==> src/rtl/i2c_systest_pkg.sv <==
package i2c_systest_pkg;
   localparam int REG_W      = 16;
   localparam int EN_BIT     = 15;
   localparam int MODE_HI    = 13;
   localparam int MODE_LO    = 12;
   localparam int FORCE_BIT  = 11;
   localparam int SCLO_BIT   = 3;
   localparam int SCLI_BIT   = 2;
   localparam int SDAO_BIT   = 1;
   localparam int SDAI_BIT   = 0;
   localparam int NUM_FLAGS  = 6;
   localparam int FL_TXRDY   = 0;
   localparam int FL_RXRDY   = 1;
   localparam int FL_TXUDF   = 2;

   typedef enum logic [1:0] {
      TM_FUNC   = 2'b00,
      TM_RSVD   = 2'b01,
      TM_SCLCLK = 2'b10,
      TM_LOOP   = 2'b11
   } test_mode_e;
endpackage

==> src/rtl/i2c_st_fifo.sv <==
module i2c_st_fifo #(
   parameter int W     = 8,
   parameter int DEPTH = 8
) (
   input  logic                       clk,
   input  logic                       rst_n,
   input  logic                       push,
   input  logic [W-1:0]               din,
   input  logic                       pop,
   output logic [W-1:0]               dout,
   output logic                       empty,
   output logic                       full,
   output logic [$clog2(DEPTH+1)-1:0] count
);
   localparam int  AW   = (DEPTH > 1) ? $clog2(DEPTH) : 1;
   localparam int  CW   = $clog2(DEPTH+1);
   localparam bit  POW2 = (DEPTH & (DEPTH - 1)) == 0;

   if (DEPTH < 2) begin : g_bad_depth
      $error("i2c_st_fifo: DEPTH must be at least 2");
   end
   if (W < 1) begin : g_bad_width
      $error("i2c_st_fifo: W must be at least 1");
   end

   logic [W-1:0]  mem [DEPTH];
   logic [AW-1:0] wr_p, rd_p, wr_nx, rd_nx;
   logic          do_push, do_pop;

   assign empty   = (count == '0);
   assign full    = (count == CW'(DEPTH));
   assign do_push = push && !full;
   assign do_pop  = pop && !empty;
   assign dout    = mem[rd_p];

   if (POW2) begin : g_wrap_pow2
      assign wr_nx = wr_p + 1'b1;
      assign rd_nx = rd_p + 1'b1;
   end else begin : g_wrap_cmp
      assign wr_nx = (wr_p == AW'(DEPTH - 1)) ? '0 : wr_p + 1'b1;
      assign rd_nx = (rd_p == AW'(DEPTH - 1)) ? '0 : rd_p + 1'b1;
   end

   always_ff @(posedge clk) begin
      if (do_push) mem[wr_p] <= din;
   end

   always_ff @(posedge clk or negedge rst_n) begin
      if (!rst_n) begin
         wr_p  <= '0;
         rd_p  <= '0;
         count <= '0;
      end else begin
         if (do_push) wr_p <= wr_nx;
         if (do_pop)  rd_p <= rd_nx;
         if (do_push && !do_pop)      count <= count + 1'b1;
         else if (do_pop && !do_push) count <= count - 1'b1;
      end
   end

   AST_FIFO_BOUND: assert property (@(posedge clk) disable iff (!rst_n)
      count <= CW'(DEPTH));
   AST_FIFO_FULL_DROP: assert property (@(posedge clk) disable iff (!rst_n)
      (full && push && !pop) |=> (count == CW'(DEPTH)));
endmodule

==> src/rtl/i2c_st_sclgen.sv <==
module i2c_st_sclgen #(
   parameter int PSC_W    = 8,
   parameter int CNT_W    = 8,
   parameter int LOW_ADD  = 7,
   parameter int HIGH_ADD = 5
) (
   input  logic             clk,
   input  logic             rst_n,
   input  logic             active,
   input  logic [PSC_W-1:0] psc,
   input  logic [CNT_W-1:0] low_cnt,
   input  logic [CNT_W-1:0] high_cnt,
   output logic             scl_low
);
   localparam int PH_W = CNT_W + 1;

   if (LOW_ADD < 1 || HIGH_ADD < 1) begin : g_bad_add
      $error("i2c_st_sclgen: phase offsets must be positive");
   end
   if ((1 << CNT_W) + LOW_ADD > (1 << PH_W) || (1 << CNT_W) + HIGH_ADD > (1 << PH_W)) begin : g_bad_span
      $error("i2c_st_sclgen: phase offsets overflow the phase counter");
   end

   logic [PSC_W-1:0] pre_q;
   logic [PH_W-1:0]  ph_q;
   logic [PH_W-1:0]  limit;
   logic             low_q;
   logic             tick;

   assign tick    = (pre_q == psc);
   assign limit   = low_q ? ({1'b0, low_cnt}  + PH_W'(LOW_ADD))
                          : ({1'b0, high_cnt} + PH_W'(HIGH_ADD));
   assign scl_low = active && low_q;

   always_ff @(posedge clk or negedge rst_n) begin
      if (!rst_n) begin
         pre_q <= '0;
         ph_q  <= '0;
         low_q <= 1'b1;
      end else if (!active) begin
         pre_q <= '0;
         ph_q  <= '0;
         low_q <= 1'b1;
      end else if (tick) begin
         pre_q <= '0;
         if (ph_q == limit - PH_W'(1)) begin
            ph_q  <= '0;
            low_q <= !low_q;
         end else begin
            ph_q <= ph_q + 1'b1;
         end
      end else begin
         pre_q <= pre_q + 1'b1;
      end
   end

   AST_CLK_START_LOW: assert property (@(posedge clk) disable iff (!rst_n)
      $rose(active) |-> scl_low);
   AST_CLK_PHASE_BOUND: assert property (@(posedge clk) disable iff (!rst_n)
      active |-> (ph_q < limit));
endmodule

==> src/rtl/i2c_systest_ctl.sv <==
module i2c_systest_ctl
   import i2c_systest_pkg::*;
#(
   parameter int DATA_W     = 8,
   parameter int FIFO_DEPTH = 8,
   parameter int PSC_W      = 8,
   parameter int CNT_W      = 8
) (
   input  logic                 clk,
   input  logic                 rst_n,
   input  logic                 reg_wr,
   input  logic [REG_W-1:0]     reg_wdata,
   output logic [REG_W-1:0]     test_reg_q,
   input  logic [1:0]           opmode,
   input  logic [PSC_W-1:0]     presc,
   input  logic [CNT_W-1:0]     scl_low_cnt,
   input  logic [CNT_W-1:0]     scl_high_cnt,
   input  logic                 data_wr,
   input  logic [DATA_W-1:0]    data_wdata,
   input  logic                 data_rd,
   output logic [DATA_W-1:0]    data_rdata,
   input  logic [NUM_FLAGS-1:0] sts_w1c,
   output logic [NUM_FLAGS-1:0] raw_sts,
   input  logic                 scl_in,
   input  logic                 sda_in,
   output logic                 scl_oe,
   output logic                 sda_oe
);
   localparam int CW = $clog2(FIFO_DEPTH + 1);

   if (FIFO_DEPTH < 2) begin : g_bad_depth
      $error("i2c_systest_ctl: FIFO_DEPTH must be at least 2");
   end

   logic       en_q, force_q, sclo_q, sdao_q;
   test_mode_e mode_q;
   logic       clk_on, op_ok, lpbk, move, ovf;
   logic       scl_low;
   logic       tx_empty, tx_full, rx_empty, rx_full;
   logic [DATA_W-1:0]    tx_dout, rx_dout;
   logic [CW-1:0]        tx_cnt, rx_cnt;
   logic [NUM_FLAGS-1:0] set_vec;
   logic                 unused_wbits;

   assign unused_wbits = ^{reg_wdata[14], reg_wdata[10:4], reg_wdata[SCLI_BIT], reg_wdata[SDAI_BIT]};

   // control word
   always_ff @(posedge clk or negedge rst_n) begin
      if (!rst_n) begin
         en_q    <= 1'b0;
         mode_q  <= TM_FUNC;
         force_q <= 1'b0;
         sclo_q  <= 1'b1;
         sdao_q  <= 1'b1;
      end else if (reg_wr) begin
         en_q    <= reg_wdata[EN_BIT];
         mode_q  <= test_mode_e'(reg_wdata[MODE_HI:MODE_LO]);
         force_q <= reg_wdata[FORCE_BIT];
         if (en_q) begin
            sclo_q <= reg_wdata[SCLO_BIT];
            sdao_q <= reg_wdata[SDAO_BIT];
         end
      end
   end

   always_comb begin
      test_reg_q                   = '0;
      test_reg_q[EN_BIT]           = en_q;
      test_reg_q[MODE_HI:MODE_LO]  = mode_q;
      test_reg_q[FORCE_BIT]        = force_q;
      test_reg_q[SCLO_BIT]         = sclo_q;
      test_reg_q[SCLI_BIT]         = scl_in;
      test_reg_q[SDAO_BIT]         = sdao_q;
      test_reg_q[SDAI_BIT]         = sda_in;
   end

   // mode decode
   assign clk_on = en_q && (mode_q == TM_SCLCLK);
   assign op_ok  = (opmode == 2'b00) || (opmode == 2'b01);
   assign lpbk   = en_q && (mode_q == TM_LOOP) && op_ok;

   // clock test generator
   i2c_st_sclgen #(
      .PSC_W (PSC_W),
      .CNT_W (CNT_W)
   ) u_sclgen (
      .clk      (clk),
      .rst_n    (rst_n),
      .active   (clk_on),
      .psc      (presc),
      .low_cnt  (scl_low_cnt),
      .high_cnt (scl_high_cnt),
      .scl_low  (scl_low)
   );

   // loopback path
   assign move = lpbk && !tx_empty && !rx_full;
   assign ovf  = lpbk && data_wr && tx_full;

   i2c_st_fifo #(.W(DATA_W), .DEPTH(FIFO_DEPTH)) u_txq (
      .clk   (clk),
      .rst_n (rst_n),
      .push  (lpbk && data_wr),
      .din   (data_wdata),
      .pop   (move),
      .dout  (tx_dout),
      .empty (tx_empty),
      .full  (tx_full),
      .count (tx_cnt)
   );

   i2c_st_fifo #(.W(DATA_W), .DEPTH(FIFO_DEPTH)) u_rxq (
      .clk   (clk),
      .rst_n (rst_n),
      .push  (move),
      .din   (tx_dout),
      .pop   (lpbk && data_rd),
      .dout  (rx_dout),
      .empty (rx_empty),
      .full  (rx_full),
      .count (rx_cnt)
   );

   always_ff @(posedge clk or negedge rst_n) begin
      if (!rst_n)                           data_rdata <= '0;
      else if (lpbk && data_rd && !rx_empty) data_rdata <= rx_dout;
   end

   // raw flags
   always_comb begin
      set_vec = '0;
      if (en_q && force_q) set_vec = '1;
      if (move) begin
         set_vec[FL_TXRDY] = 1'b1;
         set_vec[FL_RXRDY] = 1'b1;
      end
      if (ovf) set_vec[FL_TXUDF] = 1'b1;
   end

   always_ff @(posedge clk or negedge rst_n) begin
      if (!rst_n) raw_sts <= '0;
      else        raw_sts <= (raw_sts & ~sts_w1c) | set_vec;
   end

   // pads
   assign scl_oe = clk_on ? scl_low : (lpbk && !sclo_q);
   assign sda_oe = lpbk && !sdao_q;

   AST_PAD_RELEASED: assert property (@(posedge clk) disable iff (!rst_n)
      !en_q |-> (!scl_oe && !sda_oe));
   AST_PAD_BITS_RO: assert property (@(posedge clk) disable iff (!rst_n)
      (reg_wr && !en_q) |=> (sclo_q == $past(sclo_q) && sdao_q == $past(sdao_q)));
   AST_NO_LPBK_OPMODE: assert property (@(posedge clk) disable iff (!rst_n)
      opmode[1] |=> (tx_cnt == $past(tx_cnt) && rx_cnt == $past(rx_cnt)));
   AST_FORCE_SETS: assert property (@(posedge clk) disable iff (!rst_n)
      (en_q && force_q) |=> (&raw_sts));
   AST_FLAG_STICKY: assert property (@(posedge clk) disable iff (!rst_n)
      1'b1 |=> ((raw_sts & $past(raw_sts & ~sts_w1c)) == $past(raw_sts & ~sts_w1c)));
endmodule

==> config.mk <==
export PLATFORM = sky130hd
export DESIGN_NAME = i2c_systest_ctl
export DESIGN_NICKNAME = d
export VERILOG_FILES = /design/src/rtl/i2c_systest_pkg.sv /design/src/rtl/i2c_st_fifo.sv /design/src/rtl/i2c_st_sclgen.sv /design/src/rtl/i2c_systest_ctl.sv
export SDC_FILE = /design/constraint.sdc
export NUM_CORES = 1
export LEC_CHECK = 0
export ABC_CLOCK_PERIOD_IN_PS = 4600
export BUFFER_PORTS_ARGS = -buffer_cell sky130_fd_sc_hd__buf_2
export CORE_AREA = 8 8 125 127
export DETAILED_ROUTE_END_ITERATION = 8
export DIE_AREA = 0 0 133 135
export HOLD_SLACK_MARGIN = 0.02
export MAX_ROUTING_LAYER = met4
export PLACE_DENSITY_LB_ADDON = 0.05
export SLEW_MARGIN = 20
export SYNTH_ARGS = -nofsm -noshare
export SYNTH_HDL_FRONTEND = slang
export SYNTH_SLANG_ARGS = --single-unit
==> constraint.sdc <==
create_clock -name clk -period 4.6 [get_ports clk]
set_clock_uncertainty 0.05 [all_clocks]
set_input_delay 0.23 -clock clk [delete_from_list [all_inputs] [get_ports clk]]
set_output_delay 0.23 -clock clk [all_outputs]
set_load 0.01 [all_outputs]
# ---- Word-level counts from Yosys, hierarchy flattened
# Memory sizes are Yosys's and may differ from the RTL's. A register that Yosys moved wholly into a read port is not among the register bits.
# Cells that the tools add are included.
dict set report word_totals {
  ff_bits 50
  ramBits 128
  input_bits 63
  output_inout_bits 32
  wordCells 103
  mem_count 2
}
# memory words width read_ports rd_ports_with_merged_regs wr line_no
set memory_table {}
lappend memory_table {u_rxq.mem 8 8 1 1 1 i2c_st_fifo.sv:26} ;# logic [W-1:0] mem [DEPTH];
lappend memory_table {u_txq.mem 8 8 1 0 1 i2c_st_fifo.sv:26}
dict set report op_classes {
  addsub 13
  n_eq_ne 9
  mux 21
  bitwise_logic 3
  reduce_logical 40
}
# cell n
set op_table {}
lappend op_table {{$mux 9} 4}
lappend op_table {{$logic_and 1x1->1} 20}
lappend op_table {{$add 8x3->9 const B} 2}
lappend op_table {{$mux 4} 4}
lappend op_table {{$mux 8} 2}
lappend op_table {{$add 3x1->3 const B} 4}
lappend op_table {{$logic_not 1->1} 12}
lappend op_table {{$add 9x1->9 const B} 1}
lappend op_table {{$eq 9x9->1} 1}
lappend op_table {{$mux 1} 9}
lappend op_table {{$sub 9x1->9 const B} 1}
lappend op_table {{$add 4x1->4 const B} 2}
lappend op_table {{$add 8x1->8 const B} 1}
lappend op_table {{$eq 4x4->1 const B} 2}
lappend op_table {{$eq 8x8->1} 1}
lappend op_table {{$logic_not 4->1} 2}
lappend op_table {{$sub 4x1->4 const B} 2}
lappend op_table {{$and 6x6->6} 1}
lappend op_table {{$mux 6} 1}
lappend op_table {{$not 6->6} 1}
lappend op_table {{$or 6x6->6} 1}
lappend op_table {{$eq 2x2->1 const B} 2}
lappend op_table {{$ne 2x1->1 const B} 2}
lappend op_table {{$reduce_and 2->1} 2}
lappend op_table {{other kinds (5)} 6}

# ---- Depth between registers and ports, before layout
dict set report depth {
  word_depth 10
  depth_mapped 12
  ltp_nobuf 12
}

# ---- Cells and area by module
# From an unflattened synthesis, not the netlist that was laid out.
dict set report hier_totals {
  cells_unflattened 590
  area_unflattened_um2 8957.3
}
# module n_inst cells_each area_each_um2
set by_module_without_submodules {}
lappend by_module_without_submodules {i2c_st_fifo 2 157 3133.0}
lappend by_module_without_submodules {i2c_st_sclgen 1 200 1761.7}
lappend by_module_without_submodules {i2c_systest_ctl 1 76 929.6}

# ---- Least setup slack after synthesis
# Ideal clock, no wire load.
dict set report synth_timing {
  kind {reg2reg}
  from {register u_sclgen.low_q}
  to {register u_sclgen.ph_q[2]}
  setup_ps 140
  arrival_ps 2664
  t_required_ps 4410
  slack_ps 1746
  path_stages_with_launch 11
  period_less_slack_ps 2854
  path_cell_list {dfstp_2 > buf_6 > buf_2 > mux2_2 > ha_1 > nand2_1 > xnor3_1 > a2bb2oi_1 > nand2b_1 > a2111oi_4 > nor3_1}
}
dict set report synth_via {
  elab_chain_cells 6
}
# element line_no
set synth_lines {}
lappend synth_lines {{start: declaration} i2c_st_sclgen.sv:27} ;# logic low_q;
lappend synth_lines {{start signal: assignment} i2c_st_sclgen.sv:48} ;# low_q <= !low_q;
lappend synth_lines {{$mux 9} i2c_st_sclgen.sv:31} ;# assign limit = low_q ? ({1'b0, low_cnt} + PH_W'(LOW_ADD))
lappend synth_lines {{$sub 9x1->9} i2c_st_sclgen.sv:46} ;# if (ph_q == limit - PH_W'(1)) begin
lappend synth_lines {{$eq 9x9->1} i2c_st_sclgen.sv:46}
lappend synth_lines {{$mux 9} i2c_st_sclgen.sv:46}
lappend synth_lines {{$mux 9} i2c_st_sclgen.sv:44} ;# end else if (tick) begin
lappend synth_lines {{$mux 9} i2c_st_sclgen.sv:40} ;# end else if (!active) begin
lappend synth_lines {{end signal: assignment} i2c_st_sclgen.sv:50} ;# ph_q <= ph_q + 1'b1;
lappend synth_lines {{end: declaration} i2c_st_sclgen.sv:25} ;# logic [PH_W-1:0] ph_q;
# No other way between the ends. The select of a mux whose other input is x is not followed.
# A chain may end at the register's enable or synchronous reset.

# ---- Final worst setup path
dict set report layout_timing {
  from {register u_sclgen.low_q}
  to {register u_sclgen.ph_q[8]}
}
# Same word-level chain as after synthesis.

==> impl_results.md <==
- Status: finished clean
- Reg2reg start: u_sclgen.low_q$_DFFE_PN1P_
- Detailed Route WL: 16.2 mm
- CTS tree: built
- Antenna violations before repair: 0
- Period minus WS final: 3260 ps
- Core Region: 13600 um2
- Final Hold Fails: 0
- Num rows: 43
- Crit path from: u_sclgen.low_q$_DFFE_PN1P_
- Layout area overhead: 15.1%
- Fin crit share: 0.708
- Tot GR Track Use: 0.192
- Final Power: 4.73 mW
- Worst VDD drop: 0.396 mV
- Synth Instances: 565
- Largest net degree at the start of global routing: 59
- Port-buffer cells: 71
- Vias in the first global route: 4970
- Reg clk slew, reported paths: 60 ps
- Final instance area: 9720 um2
- Residual DRC count: 0
- Hold_ws: 56.4 ps
- Die ar.: 18000 um2
- Via/cell ratio: 5.70
- Io pins: 95
- Final setup viols: 0
- Fin nets: 740
- Min-delay worst type: primary input to flop
- Clock network latency to the later pin of the worst-skew pair: 430 ps
- Die H: 135 um
- Drt initial violations: 345
- Cts bufs inserted: 17
- Setup crit end kind: flop
- DRT antenna net count: 0
- Setup_tns: 0 ps
- Yosys top cell area share: 0.455
- Root buffer cell: clkbuf_16
- Power Dens Cells: 486 nW/um2
- # H-tree levels: 4
- Post-synth EDFFs: 128
- Detail Placement HPWL: 10.9 mm
- Pleak: 3.57 nW
- Post-synth ARST share: 0.312
- First-pass iteration count of the detailed router: 6
- RSZ-0062 raised after global routing: false
- Cts repair resizes: 0
- Critical Path Start Type: flop
- Maxcap violations: 0
- Register area: 5300 um2
- CTS Buffer Depth: 2
- Cell area after synthesis: 8450 um2
- Grt ovf: 0
- Area contributors post-synth: edfxtp_1, dfrtp_1, mux4_2, xnor2_1, mux2_2
- Seq/Total Area, Yosys: 0.627
- Arrival @ worst endpoint: 3500 ps
- Clock sink total: 186
- Syn_area_per_cell: 15.0 um2
- Fillers: 877
- Top cell type by total area after synthesis: edfxtp_1
- YS warnings: 0
- Req. time, crit path: 4840 ps
- Die Wd: 133 um
- Critical path type: flop to flop
- Final Max Slew Viols: 0
- Slew margin rel.: 0.360
- Total number of vias: 4860
- Max Clk Rate: 307 MHz
- Slew @ Worst Pin: 957 ps
- Ys flop type: edfxtp_1
- Share of layout cells above drive strength 1: 0.267
- Seq cells post-synth: 186
- Number of diodes: 0
- GP Congestion: 0.806
- DP Area: 8950 um2
- Multi-input logic area: 2940 um2
- Worst-path maximum fanout: 18
- Starting Density: 0.621
- First-pass GRT wire length: 25.8 mm
- Count of cell types in the netlist: 60
- Drt wl/cell: 19.0 um
- HP Start: data_rd
## kinds of logic after synthesis
kind of cell               count (synthesis)  synth area share
adders and majority gates                 17            0.0270
muxes                                     67             0.130
other                                      1          0.000444
DFF                                      186             0.627
xor gates and xnor gates                  57            0.0607
AOI/OAI and AO/OA                         49            0.0437
and+or+nand+nor                          142            0.0830
buffers and inverters                     46            0.0278
## placed cells by master, fill, tap and decap left out, types with 4 or more instances in the layout
cell / netlist / routed
buf_2: 2 / 71
a211oi_1: 5 / 5
nand3_1: 14 / 14
mux2i_1: 13 / 13
ha_1: 15 / 15
clkbuf_16: 0 / 17
nand2b_1: 8 / 8
dfrtp_1: 55 / 53
nor3_1: 21 / 21
xor2_1: 20 / 20
dlygate4sd3_1: 0 / 20
xnor2_1: 36 / 36
inv_1: 14 / 14
nand2_1: 39 / 39
mux2_2: 22 / 22
buf_4: 14 / 10
conb_1: 1 / 8
edfxtp_1: 128 / 128
a21oi_1: 4 / 4
nor2_1: 32 / 32
nand4_1: 8 / 8
mux4_2: 32 / 32
clkinvlp_4: 0 / 4
o21ai_0: 16 / 16
## path summary, 6_finish.rpt
path                                           endpoint  slack (ps)  depth (start not counted)
max                        u_sclgen.ph_q[8]$_DFFE_PN0P_        1340                          8
min                           u_rxq.rd_p[2]$_DFFE_PN0P_          60                          3
max reg2reg                u_sclgen.ph_q[8]$_DFFE_PN0P_        1340                          8
min reg2reg                   data_rdata[4]$_DFFE_PN0P_         430                          2
max in group asynchronous     u_txq.rd_p[0]$_DFFE_PN0P_        3530                          3
min in group asynchronous  u_sclgen.ph_q[8]$_DFFE_PN0P_         440                          3
## routing by layer
metal | routed length, um | GRT usage
met4 | 250 | 0.0669
met3 | 791 | 0.0490
met2 | 8150 | 0.317
met5 | 0 | -
met1 | 7020 | 0.225
## synth_stat cells (all sizes together), types with 4 or more instances
| library cell | count |
|---|---|
| a211oi | 6 |
| a21oi | 5 |
| buf | 22 |
| clkbuf | 10 |
| dfrtp | 55 |
| edfxtp | 128 |
| ha | 15 |
| inv | 14 |
| mux2 | 22 |
| mux2i | 13 |
| mux4 | 32 |
| nand2 | 39 |
| nand2b | 8 |
| nand3 | 14 |
| nand4 | 9 |
| nor2 | 32 |
| nor3 | 21 |
| nor3b | 4 |
| o21ai | 17 |
| xnor2 | 36 |
| xor2 | 20 |
## layout make-up
type / count / share of cell area
flip-flops and latches: 186 / 0.545
multi-input cells: 340 / 0.303
repair buffers: 101 / 0.0649
clock buffers: 19 / 0.0445
well taps: 180 / 0.0232
clock inverters: 13 / 0.0138
inverters: 14 / 0.00541
## worst max-delay path, cell delays in order (launching register included)
cell and delay (ps):
dfstp_2 740, inv_1 230, or4b_2 740, nand4_2 130
a211oi_2 50, xnor2_1 160, or3_4 430, a2111oi_4 500
nor3_1 100
## where the power goes
group          leakage [nW]  internal (mW)  switching [mW]
logic                  1.42          0.555           0.428
registers              1.89           2.06           0.293
clock network         0.266          0.761           0.628
total                  3.57           3.38            1.35
## through the flow
stage,instances,utilization,setup slack (ps)
after floorplan,572,-,1750
after global placement,801,0.658,1420
after detailed placement,801,0.658,1370
after CTS,853,0.714,1350
after global routing,853,0.714,1130
final,853,0.714,1340
## sequential cells by signal (all words and copies together), names as in the netlist, 4 cells and up
| name | count |
|---|---|
| u_rxq.mem | 64 |
| u_sclgen.ph_q | 9 |
| u_sclgen.pre_q | 8 |
| data_rdata | 8 |
| raw_sts | 6 |
| u_txq.count | 4 |
| u_rxq.count | 4 |
| u_txq.mem | 64 |
## timing repair
action,in CTS,in global routing
endpoints found under the hold margin,123,0
hold buffers,20,0
buffers inserted,0,0
(Power assumes the default switching activity.)
